$ cat config.mk
export PLATFORM = sky130hd
export DESIGN_NAME = split_cla_adder
export DESIGN_NICKNAME = d
export VERILOG_FILES = /design/src/rtl/sca_pkg.sv /design/src/rtl/sca_bit_terms.sv /design/src/rtl/sca_group_terms.sv /design/src/rtl/sca_pseudo_chain.sv /design/src/rtl/sca_recover.sv /design/src/rtl/split_cla_adder.sv
export SDC_FILE = /design/constraint.sdc
export NUM_CORES = 1
export LEC_CHECK = 0
export BUFFER_PORTS_ARGS = -buffer_cell sky130_fd_sc_hd__buf_4
export CAP_MARGIN = 20
export CORE_MARGIN = 2
export CORE_UTILIZATION = 52
export DETAILED_ROUTE_END_ITERATION = 16
export PLACE_DENSITY = 0.82
export SYNTH_ARGS = -nofsm -noshare
export SYNTH_HDL_FRONTEND = slang
export SYNTH_SLANG_ARGS = --single-unit
export TNS_END_PERCENT = 5
$ cat constraint.sdc
create_clock -name clk -period 5 [get_ports clk]
set_clock_uncertainty 0.1 [all_clocks]
set_input_delay 0.25 -clock clk [delete_from_list [all_inputs] [get_ports clk]]
set_output_delay 0.25 -clock clk [all_outputs]
set_load 0.005 [all_outputs]
$ cat src/rtl/sca_pkg.sv
package sca_pkg;
  // Default operand width; the split-chain scheme needs an even width.
  localparam int unsigned SCA_WIDTH = 8;
  // Index offset used when chains reach two positions below bit 0.
  localparam int unsigned SCA_REACH = 2;
endpackage

$ cat src/rtl/sca_bit_terms.sv
module sca_bit_terms #(
  parameter int unsigned W = sca_pkg::SCA_WIDTH
) (
  input  logic [W-1:0] a,
  input  logic [W-1:0] b,
  output logic [W-1:0] gen,
  output logic [W-1:0] xprop,
  output logic [W-1:0] oprop
);
  // Per-bit generate, XOR-propagate and OR-propagate.
  for (genvar i = 0; i < W; i++) begin : g_bit
    assign gen[i]   = a[i] & b[i];
    assign xprop[i] = a[i] ^ b[i];
    assign oprop[i] = a[i] | b[i];
  end
endmodule

$ cat src/rtl/sca_group_terms.sv
module sca_group_terms #(
  parameter int unsigned W = sca_pkg::SCA_WIDTH
) (
  input  logic [W-1:0] gen,
  input  logic [W-1:0] xprop,
  input  logic [W-1:0] oprop,
  input  logic         cin,
  output logic [W-1:0] grp_gen,
  output logic [W-1:0] grp_prop
);
  localparam int unsigned R = sca_pkg::SCA_REACH;

  // Shifted views: gen_lo[i] is generate of bit i-1 (carry-in below bit 0),
  // xp_lo[i] is XOR-propagate of bit i-1, op_lo[i] is OR-propagate of bit i-2
  // (taken as 1 below the operand).
  logic [W-1:0] gen_lo;
  logic [W-1:0] xp_lo;
  logic [W-1:0] op_lo;

  assign gen_lo = {gen[W-2:0], cin};
  assign xp_lo  = {xprop[W-2:0], 1'b0};
  assign op_lo  = {oprop[W-1-R:0], {R{1'b1}}};

  for (genvar i = 0; i < W; i++) begin : g_grp
    assign grp_gen[i]  = gen[i] | gen_lo[i];
    assign grp_prop[i] = xprop[i] & xp_lo[i] & op_lo[i];
  end
endmodule

$ cat src/rtl/sca_pseudo_chain.sv
module sca_pseudo_chain #(
  parameter int unsigned W      = sca_pkg::SCA_WIDTH,
  parameter int unsigned PARITY = 0
) (
  input  logic [W-1:0] grp_gen,
  input  logic [W-1:0] grp_prop,
  input  logic         cin,
  output logic [W-1:0] pseudo
);
  localparam int unsigned R = sca_pkg::SCA_REACH;

  // chain[i+R] holds the pseudo-carry of bit i; chain[0] seeds the even
  // chain with 0, chain[1] seeds the odd chain with the carry-in.
  logic [W+R-1:0] chain;

  always_comb begin
    chain    = '0;
    chain[1] = cin;
    for (int i = PARITY; i < W; i += 2) begin
      chain[i+R] = grp_gen[i] | (grp_prop[i] & chain[i]);
    end
    pseudo = chain[W+R-1:R];
  end
endmodule

$ cat src/rtl/sca_recover.sv
module sca_recover #(
  parameter int unsigned W = sca_pkg::SCA_WIDTH
) (
  input  logic [W-1:0] xprop,
  input  logic [W-1:0] oprop,
  input  logic [W-1:0] pseudo,
  input  logic         cin,
  output logic [W-1:0] sum,
  output logic         cout
);
  logic [W-1:0] carry;

  assign carry = oprop & pseudo;
  assign sum   = xprop ^ {carry[W-2:0], cin};
  assign cout  = carry[W-1];
endmodule

$ cat src/rtl/split_cla_adder.sv
module split_cla_adder #(
  parameter int unsigned W = sca_pkg::SCA_WIDTH
) (
  input  logic         clk,
  input  logic         rst,
  input  logic [W-1:0] a_in,
  input  logic [W-1:0] b_in,
  input  logic         c_in,
  output logic [W-1:0] sum_q,
  output logic         cout_q
);
  logic [W-1:0] gen, xprop, oprop;
  logic [W-1:0] grp_gen, grp_prop;
  logic [W-1:0] pseudo_part [2];
  logic [W-1:0] pseudo;
  logic [W-1:0] sum_d;
  logic         cout_d;

  sca_bit_terms #(.W(W)) u_terms (
    .a(a_in), .b(b_in), .gen(gen), .xprop(xprop), .oprop(oprop)
  );

  sca_group_terms #(.W(W)) u_group (
    .gen(gen), .xprop(xprop), .oprop(oprop), .cin(c_in),
    .grp_gen(grp_gen), .grp_prop(grp_prop)
  );

  // One chain per bit parity; neither reads the other.
  for (genvar k = 0; k < 2; k++) begin : g_chain
    sca_pseudo_chain #(.W(W), .PARITY(k)) u_chain (
      .grp_gen(grp_gen), .grp_prop(grp_prop), .cin(c_in),
      .pseudo(pseudo_part[k])
    );
  end

  assign pseudo = pseudo_part[0] | pseudo_part[1];

  sca_recover #(.W(W)) u_recover (
    .xprop(xprop), .oprop(oprop), .pseudo(pseudo), .cin(c_in),
    .sum(sum_d), .cout(cout_d)
  );

  always_ff @(posedge clk) begin
    if (rst) begin
      sum_q  <= '0;
      cout_q <= 1'b0;
    end else begin
      sum_q  <= sum_d;
      cout_q <= cout_d;
    end
  end
endmodule

After elaboration in Yosys (flattened, before gate mapping) --
Index checks and enable logic that the tools add are counted.
Cells by class: bitwise gates (word level) 62
Operators with widths (number):
- AND 1 bit | 28
- OR 1 bit | 23
- AND 8 bit | 1
- OR 7 x 8 -> 8 bit | 1
- bitwise XOR 1 bit | 8
- bitwise XOR 8 bit | 1
Word-level totals: bits in registers 9, output and inout port bits 9

Longest topological paths before layout --
Gate-level depths: netlist of the first run.
word-level depth 13, mapped depth 6

By module --
Synthesis of the first run repeated with hierarchy kept, for this count alone.
Unflattened totals: cells, all modules 119, area total of the unflattened synthesis 929.6 um2
By module, submodules not included:
- sca_bit_terms | area each 290.3 um2, instances 1, sequential area each 0.0 um2, cells each 40
- split_cla_adder | area each 286.5 um2, instances 1, sequential area each 180.2 um2, cells each 26
- sca_pseudo_chain | area each 72.6 um2, instances 2, sequential area each 0.0 um2, cells each 10
- sca_group_terms | area each 105.1 um2, instances 1, sequential area each 0.0 um2, cells each 17
- sca_recover | area each 102.6 um2, instances 1, sequential area each 0.0 um2, cells each 16

Least setup slack after synthesis of the first run --
No wires, ideal clock.
path type input to register, from input port a_in[1], to register sum_q[6], stages 6, data arrival time 1.607 ns, slack 3.172 ns, setup time 0.121 ns, buffers on the path 0, path through inv_1 > ha_1 > a311oi_1 > o31ai_1 > a31oi_1 > mux2_2
Between the ends: longest elaborated chain between the ends 11
RTL lines:
- from (decl) | RTL line split_cla_adder.sv:6 | input logic [W-1:0] a_in,
- bitwise XOR 1 bit | RTL line sca_bit_terms.sv:13 | assign xprop[i] = a[i] ^ b[i];
- AND 1 bit | RTL line sca_group_terms.sv:26 | assign grp_prop[i] = xprop[i] & xp_lo[i] & op_lo[i];
- AND 1 bit | RTL line sca_pseudo_chain.sv:20 | chain[i+R] = grp_gen[i] | (grp_prop[i] & chain[i]);
- OR 1 bit | RTL line sca_pseudo_chain.sv:20
- AND 1 bit (*) | RTL line sca_pseudo_chain.sv:20
- OR 1 bit (*) | RTL line sca_pseudo_chain.sv:20
- AND 1 bit (*) | RTL line sca_pseudo_chain.sv:20
- OR 1 bit (*) | RTL line sca_pseudo_chain.sv:20
- OR 7 x 8 -> 8 bit (*) | RTL line split_cla_adder.sv:36 | assign pseudo = pseudo_part[0] | pseudo_part[1];
- AND 8 bit (*) | RTL line sca_recover.sv:13 | assign carry = oprop & pseudo;
- bitwise XOR 8 bit (*) | RTL line sca_recover.sv:14 | assign sum = xprop ^ {carry[W-2:0], cin};
- to (signal assigned) | RTL line split_cla_adder.sv:48 | sum_q <= sum_d;
- to (decl) | RTL line split_cla_adder.sv:9 | output logic [W-1:0] sum_q,
Every way passes the cells marked *; elsewhere a longest branch is shown, timed or not. A chain may end at the register's enable or synchronous reset.

Worst setup path after layout of the first run --
Ends and elaborated chain as after synthesis.

==> qor.yml, run 1 <==
place:
  dp_hpwl_mm: 1.35
  globalplace.congestion: 0.828
  io_buffers: 27
  place_ws_ps: 2960
logic_synthesis:
  synth_area_um2: 792
  syn_area_per_cell_um2: 8.08
  ys_seq_area_frac: 0.227
  ys_ff_latch: 9
  yosysUniqueCellTypes: 27
  synth_nets: 134
  yosys_warnings: 0
  synth_cells: 98
floorplanning:
  pin_count: 28
  dieArea_um2: 1850
  start_util: 0.538
  die_h_um: 43.0
  row_count: 14
  core-area_um2: 1470
  dieWidth_um: 43.0
detailed_routing:
  ant_nets: 0
  wl_per_cell_um: 11.1
  viasPerCell: 5.10
  drc: 0
  vias: 735
  routed_wl_mm: 1.60
  drt-pass1-iter-count: 4
  drtIter0Drc: 5
clock_tree:
  cts_setup_buffers: 0
  clock-sinks: 9
  htree_levels: 1
  cts_resized: 0
  holdBufCountCts: 0
  clk_path_buf_depth: 2
  cts-root-buf: "clkbuf_4"
  cts_made_buffers: 3
  clkTransAtPathRegs_ps: 60
  cts_tree: "built"
sta:
  timing.fmax_ghz: 0.565
  hold_ws_ps: 178
  rsz0062_at_grt: "no"
  setup_viol_count_final: 0
  fin_tns_setup_ps: 0
  worst_slack_ps: 3230
  fin_crit_ps: 1770
  worst_slew_pin_slew_ps: 350
  timing.slew.headroom: 0.765
  finalMaxSlewViolations: 0
  period_share: 0.354
  hold_viol_final: 0
power_and_ir_drop:
  switching_share: 0.286
  clkPwrFrac: 0.252
  switchingPower_uw: 61.4
  p_leak_nw: 0.558
  pwr-share-comb: 0.364
  intPower_uw: 153
  power_density_nw_per_um2: 207
  p_seq_frac: 0.383
  ir_drop_mv: 0.191
worst_setup_path:
  crit_arrival_ps: 1820
  crit_path_start_kind: "input pin"
  critical_path.slowest_cell: "a311oi_1"
  slowest_delay_ps: 380
  crit_chain: "buf_4 > inv_1 > ha_1 > a311oi_1 > o31ai_1 > a31oi_1 > mux2_2"
  end_kind: "flop"
  critPathKind: "in2reg"
  cp_max_fo: 3
  required_ps: 5050
global_route:
  antenna_found_initial: 0
  grt_overflow: 0
  grt_pass1_wl_mm: 2.47
  grt_max_degree: 15
  grt_usage: 0.177
  grt_pass1_vias: 662
cells_and_area:
  fill_cells: 130
  synthToLayoutAreaGrowth_pct: 31.0
  drive_above_1_share: 0.266
  insertedDiodeCount: 0
  fin_nets: 165
flow_run:
  drv_cap: 0
hold_path:
  hp-class: "in2reg"
run_status:
  status: "completed"
[registers in the layout, indices dropped and copies added (netlist names)]
register  count
sum_q         8
cout_q        1
[per-stage QoR]
step | total power, mW | instances | util | instance area (um^2)
finish | 0.215 | 144 | 0.705 | 1040
global route | 0.230 | 144 | 0.705 | 1040
CTS | 0.217 | 144 | 0.705 | 1040
detailed placement | 0.162 | 140 | 0.687 | 1010
global placement | 0.159 | 140 | 0.687 | 1010
floorplan | 0.127 | 98 | - | 792
[power groups by stage]
stage                     Clock (mW)  Sequential (mW)  Combinational [mW]
after floorplan                    0           0.0850              0.0416
after global placement             0           0.0836              0.0753
after detailed placement           0           0.0838              0.0779
after CTS                     0.0553           0.0823              0.0792
after global routing          0.0602           0.0827              0.0869
final                         0.0541           0.0822              0.0782
[worst paths after layout]
check	from	end	slack [ps]	depth (start not counted)
max	a_in[1]	sum_q[6]$_SDFF_PP0_	3230	7
min	rst	sum_q[2]$_SDFF_PP0_	180	2
[Yosys cell counts (all sizes together)]
library cell / count / area (um^2)
a21oi: 4 / 20.0
ha: 16 / 200
o31ai: 1 / 7.51
dfxtp: 9 / 180
a2111o: 1 / 11.3
clkbuf: 1 / 3.75
o21ba: 1 / 10.0
or3: 3 / 18.8
fa: 1 / 20.0
o21ai: 4 / 20.0
nor2b: 6 / 37.5
nand4b: 1 / 8.76
a311oi: 2 / 17.5
a31oi: 2 / 12.5
nand3: 2 / 10.0
mux2: 2 / 22.5
nor3: 1 / 5.00
mux2i: 1 / 10.0
and3: 2 / 12.5
xnor2: 1 / 8.76
nand2: 3 / 11.3
or2: 1 / 6.26
nand4: 1 / 6.26
nor2: 11 / 41.3
or4: 2 / 15.0
nand3b: 1 / 7.51
inv: 18 / 67.6
[placed cells by master, fill, tap and decap left out]
cell type / count
clkbuf_1: 1
a21oi_1: 4
nand4_1: 1
mux2_2: 2
nor3_1: 1
a311oi_1: 2
mux2i_1: 1
or4_1: 2
fa_1: 1
nand3b_1: 1
o21ba_2: 1
o21ai_0: 4
nand3_1: 2
inv_1: 18
ha_1: 16
nand2_1: 3
and3_1: 2
dfxtp_1: 9
nor2_1: 11
buf_4: 27
or2_2: 1
or3_1: 3
xnor2_1: 1
o31ai_1: 1
nor2b_1: 6
nand4b_1: 1
a2111o_1: 1
clkbuf_4: 3
a31oi_1: 2
[metal layers]
layer	vias up	global-route usage	part of all wire	routed length [um]
met4	0	0.0182	0	0
met1	329	0.168	0.38	603
met3	0	0.0553	0.052	83
met5	-	0	0	0
li1	388	-	-	-
met2	18	0.370	0.57	910
[area by class of cell]
cell class	instances	area (um^2)	area share
multi-input cells	70	541	0.521
clock buffers	4	26.3	0.0253
flip-flops and latches	9	180	0.174
well taps	16	20.0	0.0193
inverters	18	67.6	0.0651
repair buffers	27	203	0.195
[cells by family after synthesis]
kind of cell	Yosys count	share of synthesized area
buffers and inverters	19	0.0900
adder cells (fa/ha/maj)	17	0.278
XOR/XNOR	1	0.0111
multiplexers	3	0.0411
flip-flops	9	0.227
AO/OA/AOI/OAI	15	0.125
AND/OR/NAND/NOR	34	0.227
[worst max-delay path: cells and delay by family]
family	cells	cell delay (ps)
AO/OA/AOI/OAI	3	780
multiplexers	1	360
adder cells (fa/ha/maj)	1	310
buffers and inverters	2	110
(Power assumes the default switching activity.)
==> inputs of run 2 (changes only) <==
--- a/config.mk
+++ b/config.mk
@@ -8,9 +8,9 @@
 export BUFFER_PORTS_ARGS = -buffer_cell sky130_fd_sc_hd__buf_4
 export CAP_MARGIN = 20
 export CORE_MARGIN = 2
-export CORE_UTILIZATION = 52
+export CORE_UTILIZATION = 48
 export DETAILED_ROUTE_END_ITERATION = 16
-export PLACE_DENSITY = 0.82
+export PLACE_DENSITY = 0.76
 export SYNTH_ARGS = -nofsm -noshare
 export SYNTH_HDL_FRONTEND = slang
 export SYNTH_SLANG_ARGS = --single-unit
==> constraint.sdc (replaced) <==
create_clock -name clk -period 1.65 [get_ports clk]
set_clock_uncertainty 0.1 [all_clocks]
set_input_delay 0.0825 -clock clk [delete_from_list [all_inputs] [get_ports clk]]
set_output_delay 0.0825 -clock clk [all_outputs]
set_load 0.005 [all_outputs]
==> run 2 against run 1 <==
Against the previous run: clock power grew to 3.0 times the previous value; hold slack worse by 84 ps; power grew to 3.2 times the previous value; combinational power grew to 3.6 times the previous value; first-iteration DRC count rose to 4.4 times the previous value; non-clock buffer count rose by 14; sequential power grew to 3.0 times the previous value; die area rose by 7.6%; clock-buffer cell count is the same; highest routed layer is now met4.
==> qor.yml, run 2 (same netlist as run 1, synthesis figures left out) <==
run_status:
  status: "completed"
power_and_ir_drop:
  power_density_nw_per_um2: 599
  pwr-share-comb: 0.406
  ir_drop_mv: 0.250
  clkPwrFrac: 0.232
  switching_share: 0.283
  switchingPower_uw: 195
  p_seq_frac: 0.361
  p_leak_nw: 0.626
  intPower_uw: 494
cells_and_area:
  mostFrequentLayoutCells: "40 x buf_4, 18 x inv_1, 16 x ha_1, 11 x nor2_1, 9 x dfxtp_1"
  fill_cells: 122
  regMostFlops: "sum_q"
  final_cells: 158
  fin_nets: 179
  fin_util: 0.755
  insertedDiodeCount: 0
  drive_above_1_share: 0.338
  synthToLayoutAreaGrowth_pct: 45.3
  final_area_um2: 1150
  largest_reg_flops: 8
  final_common_cell: "buf_4"
  top_regs: "sum_q (8), cout_q (1)"
global_route:
  grt_overflow: 0
  grt_pass1_vias: 790
  antenna_found_initial: 0
  grt_pass1_wl_mm: 3.26
  grt_usage: 0.225
  grt_max_degree: 15
worst_setup_path:
  crit_arrival_ps: 1570
  critPathKind: "in2reg"
  required_ps: 1690
  crit_path_start_kind: "input pin"
  end_kind: "flop"
  cp_max_fo: 3
sta:
  fin_tns_setup_ps: 0
  period_share: 0.926
  timing.fmax_ghz: 0.654
  worst_slack_ps: 122
  worst_slew_pin_slew_ps: 316
  hold_viol_final: 0
  timing.slew.headroom: 0.788
  setup_viol_count_final: 0
  finalMaxSlewViolations: 0
  rsz0062_at_grt: "no"
  fin_crit_ps: 1530
floorplanning:
  pin_count: 28
  row_count: 14
  die_h_um: 44.6
  dieArea_um2: 1990
  start_util: 0.520
  dieWidth_um: 44.6
  core-area_um2: 1520
clock_tree:
  clock-sinks: 9
  clkTransAtPathRegs_ps: 60
  htree_levels: 1
  cts-root-buf: "clkbuf_4"
  clk_path_buf_depth: 2
  cts_made_buffers: 3
  cts_tree: "built"
  cts_resized: 0
detailed_routing:
  drt-pass1-iter-count: 4
  drc: 0
  ant_nets: 0
  routed_wl_mm: 1.86
  viasPerCell: 5.27
  vias: 832
  wl_per_cell_um: 11.8
  drtIter0Drc: 22
place:
  dpl.cell_count: 153
  place_ws_ps: -140
  io_buffers: 27
  dp_hpwl_mm: 1.60
  globalplace.congestion: 0.885
  placed_cell_area_um2: 1110
flow_run:
  drv_cap: 0
hold_path:
  hp-class: "in2reg"
==> run 2: cell count changes in the layout (fill, tap and decap cells not counted), sizes merged <==
cell	change
buf	+13
dlygate4sd3	+1
==> run 2: stage by stage <==
| stage | power [mW] | hold slack [ps] |
|---|---|---|
| CTS | 0.696 | 91.3 |
| detailed placement | 0.530 | 266 |
| global route | 0.739 | 158 |
| floorplan | 0.387 | 197 |
| global placement | 0.518 | 260 |
| finish | 0.689 | 94.2 |
==> run 2: worst paths after layout <==
check / startpoint / to / depth (start not counted)
setup / recovery: a_in[1] / sum_q[6]$_SDFF_PP0_ / 7
hold / removal: b_in[7] / cout_q$_SDFF_PP0_ / 4
==> run 2: layout make-up <==
class / instances / area (um^2) / share of cell area
Timing Repair Buffer: 41 / 310 / 0.270
Inverter: 18 / 67.6 / 0.0587
Tap cell: 16 / 20.0 / 0.0174
Clock buffer: 4 / 26.3 / 0.0228
Multi-Input combinational cell: 70 / 547 / 0.475
Sequential cell: 9 / 180 / 0.157
==> run 2: repair_timing <==
action,CTS,global route
buffers inserted,0,0
endpoints found under the hold margin,1,0
endpoints found under the setup margin,0,0
hold buffers,1,0
==> run 2: critical path, cell delays in order <==
cell	delay, ps
buf_4	80
inv_1	40
ha_1	340
a311oi_2	310
o31ai_1	140
a31oi_1	230
mux2_2	350
==> run 2: layer usage <==
layer	track usage	vias up	wire length (um)
li1	-	419	-
met1	0.270	369	769
met2	0.394	38	952
met3	0.0245	6	110
met4	0.109	0	25
met5	0	-	0
==> run 2: power by group through the flow <==
stage / registers [mW] / logic [mW] / clock network (mW)
final: 0.249 / 0.280 / 0.160
after global routing: 0.251 / 0.311 / 0.177
after CTS: 0.250 / 0.279 / 0.167
after detailed placement: 0.254 / 0.276 / 0
after global placement: 0.254 / 0.264 / 0
after floorplan: 0.257 / 0.129 / 0
==> inputs of run 3 (changes only) <==
--- a/config.mk
+++ b/config.mk
@@ -8,9 +8,9 @@
 export BUFFER_PORTS_ARGS = -buffer_cell sky130_fd_sc_hd__buf_4
 export CAP_MARGIN = 20
 export CORE_MARGIN = 2
-export CORE_UTILIZATION = 48
+export CORE_UTILIZATION = 35
 export DETAILED_ROUTE_END_ITERATION = 16
-export PLACE_DENSITY = 0.76
+export PLACE_DENSITY = 0.59
 export SYNTH_ARGS = -nofsm -noshare
 export SYNTH_HDL_FRONTEND = slang
 export SYNTH_SLANG_ARGS = --single-unit
==> constraint.sdc (replaced) <==
create_clock -name clk -period 1.65 [get_ports clk]
set_clock_uncertainty 0.1 [all_clocks]
set_input_delay 0.0825 -clock clk [delete_from_list [all_inputs] [get_ports clk]]
set_output_delay 0.0825 -clock clk [all_outputs]
set_load 0.01 [all_outputs]
==> run 3 against run 2 <==
Against the previous run: sequential share of layout area decreased by 0.10 points; highest routed layer unchanged; routed wire length fell by 4.5%; clock power grew 2%; power grew 1.5%; die area is 34% higher; via count is 5.9% lower; cell count increased by 7.0%; non-clock buffer count shrank 1; largest power group unchanged; worst setup slack got worse by 12 ps; hold slack improved by 26 ps; flip-flop and latch count unchanged.
==> qor.yml, run 3 (same netlist as run 1, synthesis figures left out) <==
detailed_routing:
  wl_per_cell_um: 10.5
  viasPerCell: 4.63
  drc: 0
  vias: 783
  drt-pass1-iter-count: 4
  drtIter0Drc: 3
  routed_wl_mm: 1.78
  ant_nets: 0
global_route:
  met3_usage: 0.0517
  grt_util_met2: 0.278
  grt_pass1_wl_mm: 2.90
  grt_use_met1: 0.146
  antenna_found_initial: 0
  grt_overflow: 0
  grt_usage: 0.146
  grt_max_degree: 15
  busiest_layer: "met2"
  grt_pass1_vias: 786
sta:
  finalMaxSlewViolations: 0
  fin_crit_ps: 1540
  worst_slew_pin_slew_ps: 340
  hold_viol_final: 0
  rsz0062_at_grt: "no"
  period_share: 0.934
  timing.fmax_ghz: 0.649
  fin_tns_setup_ps: 0
  setup_viol_count_final: 0
  worst_slack_ps: 110
  timing.slew.headroom: 0.772
worst_setup_path:
  crit_buf_inv: 2
  crit_chain: "dlygate4sd3_1 > buf_4 > a2111o_1 > or4_1 > nand4_1"
  crit_arrival_ps: 1630
  critical_path.slowest_cell: "dlygate4sd3_1"
  end_kind: "flop"
  crit_path_start_kind: "input pin"
  cp_max_fo: 14
  slowest_delay_ps: 540
  required_ps: 1740
  crit_family: "buffers and inverters"
  critPathKind: "in2reg"
clock_tree:
  cts_made_buffers: 3
  htree_levels: 1
  cts_setup_buffers: 0
  clkTransAtPathRegs_ps: 60
  clk_path_buf_depth: 2
  clock-sinks: 9
  cts-root-buf: "clkbuf_4"
  cts_tree: "built"
floorplanning:
  dieWidth_um: 51.6
  die_h_um: 51.6
  dieArea_um2: 2660
  start_util: 0.365
  core-area_um2: 2170
  row_count: 17
  pin_count: 28
flow_run:
  drv_cap: 0
cells_and_area:
  fin_nets: 178
  final_common_cell: "buf_4"
  regMostFlops: "sum_q"
  final_area_um2: 1160
  top_regs: "sum_q (8), cout_q (1)"
  drive_above_1_share: 0.333
  mostFrequentLayoutCells: "39 x buf_4, 18 x inv_1, 16 x ha_1, 11 x nor2_1, 9 x dfxtp_1"
  synthToLayoutAreaGrowth_pct: 46.3
  insertedDiodeCount: 0
  fill_cells: 238
  largest_reg_flops: 8
place:
  placed_cell_area_um2: 1120
  globalplace.congestion: 0.773
  dp_hpwl_mm: 1.54
  place_ws_ps: -131
  io_buffers: 27
hold_path:
  hp-class: "in2reg"
  worstHoldStart: "b_in[7]"
  hold_end: "cout_q$_SDFF_PP0_"
  worstHoldPathCells: 4
power_and_ir_drop:
  p_leak_nw: 0.621
  power_density_nw_per_um2: 603
  ir_drop_mv: 0.471
run_status:
  status: "completed"
## run 3: repair_timing
item                                   CTS  global route
hold buffers                             1             0
endpoints found under the hold margin    3             0
resized for setup                        0             0
## run 3: through the flow
step / power [mW] / utilization / instances / hold slack [ps]
2_1_floorplan: 0.397 / - / 98 / 197
3_3_place_gp: 0.533 / 0.517 / 164 / 262
3_5_place_dp: 0.542 / 0.517 / 164 / 264
4_1_cts: 0.714 / 0.534 / 169 / 114
5_1_grt: 0.755 / 0.534 / 169 / 127
6_report: 0.699 / 0.534 / 169 / 120
## run 3: tightest hold or removal path, delay by kind of cell
family	cells	cell delay [ps]
fa+ha+maj	1	140
compound gates	2	130
buf+inv	1	90
## run 3: cell type report
cell class	instances	area [um^2]	share of cell area
timing repair buffer	40	303	0.261
multi-input combinational	70	547	0.472
tap	28	35.0	0.0302
clock buffer	4	26.3	0.0227
sequential	9	180	0.156
inverter	18	67.6	0.0583
## run 3: worst max path at each step
stage,start,to,depth (start not counted)
6_report,rst,sum_q[7]$_SDFF_PP0_,5
5_1_grt,a_in[1],sum_q[6]$_SDFF_PP0_,7
4_1_cts,rst,sum_q[7]$_SDFF_PP0_,5
3_5_place_dp,a_in[1],sum_q[6]$_SDFF_PP0_,7
3_3_place_gp,a_in[1],sum_q[6]$_SDFF_PP0_,7
2_1_floorplan,a_in[1],sum_q[6]$_SDFF_PP0_,6
## run 3: power breakdown
| part | internal, mW | total (mW) | switching, mW | leakage [nW] |
|---|---|---|---|---|
| sequential | 0.243 | 0.249 | 0.00576 | 0.0749 |
| clock | 0.0928 | 0.164 | 0.0708 | 0.0150 |
| combinational | 0.160 | 0.287 | 0.127 | 0.531 |
## run 3: routing by layer
metal  vias up  share of wire
met3         4          0.056
met5         -              0
met4         0          0.021
li1        413              -
met2        24           0.54
met1       342           0.39
